$ cat src/rtl/occ_pkg.sv
package occ_pkg;

  typedef enum logic [1:0] {
    ACT_NONE   = 2'b00,
    ACT_TOGGLE = 2'b01,
    ACT_LOW    = 2'b10,
    ACT_HIGH   = 2'b11
  } pin_act_e;

  function automatic logic apply_act(input logic [1:0] code, input logic cur);
    logic nxt;
    case (pin_act_e'(code))
      ACT_TOGGLE: nxt = ~cur;
      ACT_LOW:    nxt = 1'b0;
      ACT_HIGH:   nxt = 1'b1;
      default:    nxt = cur;
    endcase
    return nxt;
  endfunction

endpackage

$ cat src/rtl/occ_channel.sv
module occ_channel #(
  parameter int DATA_W = 8,
  localparam int CNT_W = 2 * DATA_W
) (
  input  logic              clk,
  input  logic              rst,
  input  logic              wr_hi,
  input  logic              wr_lo,
  input  logic [DATA_W-1:0] wdata,
  input  logic              tick,
  input  logic [CNT_W-1:0]  cnt,
  input  logic [1:0]        act,
  input  logic              force_fire,
  input  logic              clr_flag,
  output logic [CNT_W-1:0]  cmp_q,
  output logic              pin_q,
  output logic              flag_q
);
  import occ_pkg::*;

  logic inhibit_q;
  logic match;
  logic fire;

  // compare holds off for one cycle after a high-byte write
  assign match = tick && !inhibit_q && (cnt == cmp_q);
  assign fire  = match || force_fire;

  always_ff @(posedge clk) begin
    if (rst) begin
      cmp_q     <= '1;
      inhibit_q <= 1'b0;
    end else begin
      inhibit_q <= wr_hi;
      if (wr_hi) cmp_q[CNT_W-1:DATA_W] <= wdata;
      if (wr_lo) cmp_q[DATA_W-1:0]     <= wdata;
    end
  end

  always_ff @(posedge clk) begin
    if (rst) begin
      pin_q <= 1'b0;
    end else if (fire) begin
      pin_q <= apply_act(act, pin_q);
    end
  end

  // a match wins over a clear in the same cycle
  always_ff @(posedge clk) begin
    if (rst) begin
      flag_q <= 1'b0;
    end else if (match) begin
      flag_q <= 1'b1;
    end else if (clr_flag) begin
      flag_q <= 1'b0;
    end
  end

endmodule

$ cat src/rtl/occ_force.sv
module occ_force #(
  parameter int NUM_CH = 5
) (
  input  logic              clk,
  input  logic              rst,
  input  logic [NUM_CH-1:0] set_req,
  input  logic              tick,
  output logic [NUM_CH-1:0] fire
);
  logic [NUM_CH-1:0] pend_q;

  assign fire = tick ? pend_q : '0;

  // new requests survive a tick in their own write cycle
  always_ff @(posedge clk) begin
    if (rst) begin
      pend_q <= '0;
    end else begin
      pend_q <= (tick ? '0 : pend_q) | set_req;
    end
  end

endmodule

$ cat src/rtl/occ_bus.sv
module occ_bus #(
  parameter int NUM_CH = 5,
  parameter int DATA_W = 8,
  parameter int ADDR_W = 4,
  localparam int CNT_W = 2 * DATA_W
) (
  input  logic                         clk,
  input  logic                         rst,
  input  logic                         we,
  input  logic [ADDR_W-1:0]            addr,
  input  logic [DATA_W-1:0]            wdata,
  input  logic [NUM_CH-1:0][CNT_W-1:0] cmp_all,
  input  logic [NUM_CH-1:0]            flags,
  output logic [NUM_CH-1:0]            wr_hi,
  output logic [NUM_CH-1:0]            wr_lo,
  output logic [NUM_CH-1:0]            force_set,
  output logic [NUM_CH-1:0]            flag_clr,
  output logic [DATA_W-1:0]            rdata
);
  localparam logic [ADDR_W-1:0] FORCE_ADDR = ADDR_W'(2 * NUM_CH);
  localparam logic [ADDR_W-1:0] FLAG_ADDR  = ADDR_W'(2 * NUM_CH + 1);

  logic [DATA_W-1:0] rd_next;

  for (genvar i = 0; i < NUM_CH; i++) begin : g_dec
    assign wr_hi[i]     = we && (addr == ADDR_W'(2 * i));
    assign wr_lo[i]     = we && (addr == ADDR_W'(2 * i + 1));
    assign force_set[i] = we && (addr == FORCE_ADDR) && wdata[DATA_W-1-i];
    assign flag_clr[i]  = we && (addr == FLAG_ADDR) && wdata[DATA_W-1-i];
  end

  always_comb begin
    rd_next = '0;
    for (int i = 0; i < NUM_CH; i++) begin
      if (addr == ADDR_W'(2 * i))     rd_next = cmp_all[i][CNT_W-1:DATA_W];
      if (addr == ADDR_W'(2 * i + 1)) rd_next = cmp_all[i][DATA_W-1:0];
      if (addr == FLAG_ADDR)          rd_next[DATA_W-1-i] = flags[i];
    end
  end

  always_ff @(posedge clk) begin
    if (rst) rdata <= '0;
    else     rdata <= rd_next;
  end

endmodule

$ cat src/rtl/occ_bank.sv
module occ_bank #(
  parameter int NUM_CH = 5,
  parameter int DATA_W = 8,
  parameter int ADDR_W = $clog2(2 * NUM_CH + 2),
  localparam int CNT_W = 2 * DATA_W
) (
  input  logic                  clk,
  input  logic                  rst,
  input  logic                  bus_we,
  input  logic [ADDR_W-1:0]     bus_addr,
  input  logic [DATA_W-1:0]     bus_wdata,
  output logic [DATA_W-1:0]     bus_rdata,
  input  logic                  tick_en,
  input  logic [CNT_W-1:0]      cnt_val,
  input  logic [2*NUM_CH-1:0]   pin_act,
  output logic [NUM_CH-1:0]     pin_out,
  output logic [NUM_CH-1:0]     flag_out
);
  logic [NUM_CH-1:0][CNT_W-1:0] cmp_all;
  logic [NUM_CH-1:0]            wr_hi, wr_lo, force_set, flag_clr, force_fire;

  occ_bus #(.NUM_CH(NUM_CH), .DATA_W(DATA_W), .ADDR_W(ADDR_W)) u_bus (
    .clk(clk), .rst(rst), .we(bus_we), .addr(bus_addr), .wdata(bus_wdata),
    .cmp_all(cmp_all), .flags(flag_out), .wr_hi(wr_hi), .wr_lo(wr_lo),
    .force_set(force_set), .flag_clr(flag_clr), .rdata(bus_rdata)
  );

  occ_force #(.NUM_CH(NUM_CH)) u_force (
    .clk(clk), .rst(rst), .set_req(force_set), .tick(tick_en), .fire(force_fire)
  );

  for (genvar i = 0; i < NUM_CH; i++) begin : g_ch
    occ_channel #(.DATA_W(DATA_W)) u_ch (
      .clk(clk), .rst(rst), .wr_hi(wr_hi[i]), .wr_lo(wr_lo[i]),
      .wdata(bus_wdata), .tick(tick_en), .cnt(cnt_val),
      .act(pin_act[2*i +: 2]), .force_fire(force_fire[i]),
      .clr_flag(flag_clr[i]), .cmp_q(cmp_all[i]),
      .pin_q(pin_out[i]), .flag_q(flag_out[i])
    );
  end

endmodule

$ cat config.mk
export PLATFORM = sky130hd
export DESIGN_NAME = occ_bank
export DESIGN_NICKNAME = d
export VERILOG_FILES = /design/src/rtl/occ_pkg.sv /design/src/rtl/occ_channel.sv /design/src/rtl/occ_force.sv /design/src/rtl/occ_bus.sv /design/src/rtl/occ_bank.sv
export SDC_FILE = /design/constraint.sdc
export NUM_CORES = 1
export LEC_CHECK = 0
export BUFFER_PORTS_ARGS = -buffer_cell sky130_fd_sc_hd__buf_4
export CAP_MARGIN = 20
export CORE_UTILIZATION = 60
export CTS_BUF_LIST = sky130_fd_sc_hd__clkbuf_4 sky130_fd_sc_hd__clkbuf_8
export CTS_CLUSTER_SIZE = 10
export DETAILED_ROUTE_END_ITERATION = 16
export GPL_ROUTABILITY_DRIVEN = 0
export PLACE_DENSITY = 0.81
export SLEW_MARGIN = 20
export SYNTH_ARGS = -nofsm -noshare
export SYNTH_HDL_FRONTEND = slang
export SYNTH_SLANG_ARGS = --single-unit
$ cat constraint.sdc
create_clock -name clk -period 4.39 [get_ports clk]
set_input_delay 0.2195 -clock clk [delete_from_list [all_inputs] [get_ports clk]]
set_output_delay 0.2195 -clock clk [all_outputs]
set_load 0.03 [all_outputs]
# After elaboration in Yosys (flattened, before gate mapping)
# Index checks and enable logic that the tools add are counted.
# totals
in_bits,42
elab_cells,154
out_inout_bits,18
reg_bits,108
# classes
n_bitwise,6
n_reduce_logical,58
muxes,32
eq_ne,31
# op_table
op,n
== test 16 bit,5
two-way mux 8 bit,10
logical AND 1 bit,32
== test 2 bit (second input constant),10
== test 4 x 3 -> 1 bit (second input constant),4
== test 4 bit (second input constant),4
two-way mux 1 bit,15
one-hot mux 1 bit (3 select lines),5
nonzero test 3 bit,5
== test 2 x 1 -> 1 bit (second input constant),5
two-way mux 5 bit,2
AND reduction 2 bit,5
nonzero test 2 bit,5
== test 4 x 2 -> 1 bit (second input constant),2
zero test 1 bit,5
logical OR 1 bit,5
NOT 1 bit,5
OR 5 bit,1
== test 4 x 1 -> 1 bit (second input constant),1
zero test 4 bit,1

# Longest topological paths before layout
# depth
word_depth,16
depth_mapped,7
mapped_depth_nobuf,5

# Cells and area by module
# From an unflattened synthesis, not the netlist that was laid out.
# hier_totals
hier_cells,662
area_unflattened_um2,6132.1
# modules_own_cells
module,area_per_inst_um2,cells_each,n_inst,seq_area_each_um2
occ_channel,900.9,88,5,380.4
occ_bus,1415.1,197,1,160.2
occ_force,212.7,25,1,100.1

# Least setup slack after synthesis
# Ideal clock, no wire load.
# synth_timing
path_type,input port to flip-flop
startpoint,input port cnt_val[2]
endpoint,register g_ch[2].u_ch.pin_q
arrival_time_ns,1.479
required_time_ns,4.269
slack_ns,2.790
n_path_buf,1
stages,6
cell_sequence,clkbuf_1 -> xor2_1 -> nor4_1 -> nand4b_1 -> nor4_2 -> mux2_2
# synth_between
elab_chain_len,4
# synth_lines
item,line_no,source
start: declaration,occ_bank.sv:14,"input logic [CNT_W-1:0] cnt_val,"
== test 16 bit,occ_channel.sv:26,assign match = tick && !inhibit_q && (cnt == cmp_q);
logical AND 1 bit,occ_channel.sv:26,
logical OR 1 bit,occ_channel.sv:27,assign fire = match || force_fire;
AND reduction 2 bit (no line),n/a,
end signal: assignment,occ_channel.sv:44,"pin_q <= apply_act(act, pin_q);"
end: declaration,occ_channel.sv:16,"output logic pin_q,"
# Every way passes these cells.
# A chain may end at the register's enable or synchronous reset.

# Worst setup path after layout
# layout_timing
startpoint,register g_ch[0].u_ch.cmp_q[2]
endpoint,register g_ch[0].u_ch.pin_q
# layout_between
elab_chain_len,4
# layout_lines
item,line_no,source
start: declaration,occ_channel.sv:15,"output logic [CNT_W-1:0] cmp_q,"
start signal: indexed assignment,occ_channel.sv:35,if (wr_hi) cmp_q[CNT_W-1:DATA_W] <= wdata;
start signal: indexed assignment,occ_channel.sv:36,if (wr_lo) cmp_q[DATA_W-1:0] <= wdata;
== test 16 bit,occ_channel.sv:26,
logical AND 1 bit,occ_channel.sv:26,
logical OR 1 bit,occ_channel.sv:27,
AND reduction 2 bit (no line),n/a,
end signal: assignment,occ_channel.sv:44,
end: declaration,occ_channel.sv:16,
# Every way passes these cells.

==> metrics.txt <==
leading post-synthesis cells by cell area dfxtp_1 37%, nand2_1 8.2%, xor2_1 7.7%; I/O Pins 60; Routed WL 16,410 um; leakage dissipation between 2 and 3 nW; post-synth top area cell dfxtp_1; Worst path max stage delay between 0.3 and 0.4 ns; Synth Flop Type dfxtp_1; area delta synth->final 6.960%; commonest non-fill, non-tap cell in the layout nand2_1; fin util 67.19%; terminus of the critical flop-to-flop path g_ch[0].u_ch.pin_q; Finished Layout Cells between 800 and 900; share of cells above drive strength 1 a little over an eighth; crit path time final 1.994 ns; first-pass GRT wire length roughly 26,000 um; Worst setup SP type register; final antenna diode count 0; CTS root buf clkbuf_8; DRT Pass-1 Iters 5; CP endpoint kind register; max_cap viols 0; final setup fails 0; clock slew at reported path FFs 0.11 ns; hold path depth 3; Clk Latency, worst-skew pair roughly 0.37 ns; Overflow after GRT 0; post-cts sizing count 0; Post-Route Setup TNS 0 ns; Tightest Pin Transition around 0.99 ns; Peak Freq 0.5015 GHz; Rel. slew slack between 30% and 40%; drc violations 0; worst clock skew 0.01416 ns; r2r startpoint g_ch[0].u_ch.cmp_q[2]; CP max-delay cell nor4b_1; total CTS buffers 9; Hold EP u_force.pend_q[1]; Post-synth EDFFs 0; Die ar. roughly 10,000 um^2; initial antenna violation count 0; postcts setup bufs 0; status finished clean; Via density 6.447; Synth top area share 36.56%; Hold-fix buffers, CTS 0; total power between 0.0015 and 0.002 W; Post-Place Worst Slack 2.238 ns; asr flop ratio synth 0%; cell mode on critical path nand4_1; worst hold start bus_wdata[6]; Seq/Total Area, Yosys 36.56%; placed insts just over 800; largest delay contributor family on the critical path simple AND/OR/NAND/NOR gates; Nets between 700 and 800; PortBufs 59; Final Hold Fails 0; VDD IR max approximately 0.18 mV; RSZ-0062 raised after global routing false; ANT nets after route 0; Seq cells post-synth 108; crit path DAT around 2.3 ns; core area 9415 um^2; largest net degree at the start of global routing 59; crit path cell chain xnor2_1, nand4_1, nor4b_1, nand4_1, mux2_2; area of the mapped netlist 5914 um^2; PwrDens between 300 and 400 nW/um^2; clock buffer depth 2; cell count after synthesis a little over 700; Die Width about 100 um; # rows 35; Slew Limit Fails 0; Final HPWL DP 11,850 um; # fillers ~760; Buf/Inv on CP 0; H-tree levels 3; GRT Util Overall between 30% and 40%; Unique masters post-synth 59; worst path required time ~4.7 ns; area taken by flip-flops and latches about 2200 um^2; DR WL/cell roughly 20 um; critical path type reg2reg; R2R cell count 5; vias in the first global route 5,041; syn nets about 750; Initial Util a little over three fifths; die height 101.3 um; Starting DRT DRC Count around 660; YS warnings 0; final worst setup slack roughly 2.4 ns; Clock Sinks approximately 110; Avg Inst Size Synth slightly above 8 um^2; Vias 5,422; CTS tree yes; r2r setup slk around 2.4 ns; most frequent cells in the layout 129 x nand2_1, 108 x dfxtp_1, 60 x buf_4; Worst Hold Class in2reg; Tcrit/Tclk final between 40% and 50%; multi-input gate area in the final layout roughly 3300 um^2; Crit Path Max Fanout 3
## cell families after synthesis
logic type             Yosys count  synth area share (%)
buffers and inverters           83                 7.595
XOR/XNOR                        86                 12.74
multiplexers                    30                 6.220
AO/OA/AOI/OAI                  121                 14.49
AND/OR/NAND/NOR                284                 22.40
flip-flops                     108                 36.56
## synthesized netlist by cell type, types with 6 or more instances
cell and number:
mux2i_1 18, buf_4 11, dfxtp_1 108, inv_1 7
o21ai_0 16, a21oi_1 17, o22ai_1 6, nand4_1 12
o211ai_1 55, nand2_1 129, nor2_1 44, and3_1 7
nor2b_1 12, mux2_2 8, xor2_1 52, buf_2 8
clkbuf_1 46, xnor2_1 34, nor3_1 9, nor4_1 12
clkbuf_8 6, nand3_1 37
## worst register-to-register path, cell delays in order, from the launching register on
cell	delay (ns)
dfxtp_1	0.36
xnor2_1	0.33
nand4_1	0.14
nor4b_1	0.38
nand4_1	0.33
mux2_2	0.36
## flip-flops by register name (all words and copies together), names as in the netlist
| register | count |
|---|---|
| g_ch.u_ch.cmp_q | 80 |
| g_ch.u_ch.flag_q | 5 |
| g_ch.u_ch.pin_q | 5 |
| u_force.pend_q | 5 |
| g_ch.u_ch.inhibit_q | 5 |
| u_bus.rdata | 8 |
## power by group
part	internal [W]	leakage, nW	total, W	switching [W]
combinational	0.000110	1.69	0.000292	0.000182
clock	0.000326	0.111	0.000669	0.000344
sequential	0.00100	0.879	0.00102	0.0000193
total	0.00144	2.67	0.00198	0.000545
## worst max path at each step
stage	start	to	cells after the start
final	g_ch[0].u_ch.cmp_q[2]	g_ch[0].u_ch.pin_q	5
after global routing	g_ch[0].u_ch.cmp_q[2]	g_ch[0].u_ch.pin_q	5
after CTS	g_ch[0].u_ch.cmp_q[2]	g_ch[0].u_ch.pin_q	5
after detailed placement	bus_addr[0]	u_bus.rdata[0]	6
after global placement	bus_addr[0]	u_bus.rdata[0]	6
after floorplan	cnt_val[2]	g_ch[2].u_ch.pin_q	6
## final cells by class
type                            count  area share [%]
Multi-Input combinational cell    521           52.22
Sequential cell                   108           34.18
Clock inverter                      6           1.503
Tap cell                          129           2.551
Timing Repair Buffer               60           7.120
Clock buffer                        9           1.958
Inverter                            8          0.4747
## metal layers
layer / track usage (%) / vias up / wire, um
met1: 42.96 / 2559 / 6568
met5: 0 / - / 0
met3: 4.624 / 60 / 1727
met4: 16.28 / 0 / 550
met2: 54.42 / 359 / 7566
li1: - / 2444 / -
## per-stage QoR
step                hold slack, ns  cell area, um^2
finish                     0.08081             6326
global route               0.09415             6326
CTS                        0.07656             6326
detailed placement          0.4686             6107
global placement            0.4587             6107
floorplan                   0.3586             5914
(Power assumes the default switching activity.)
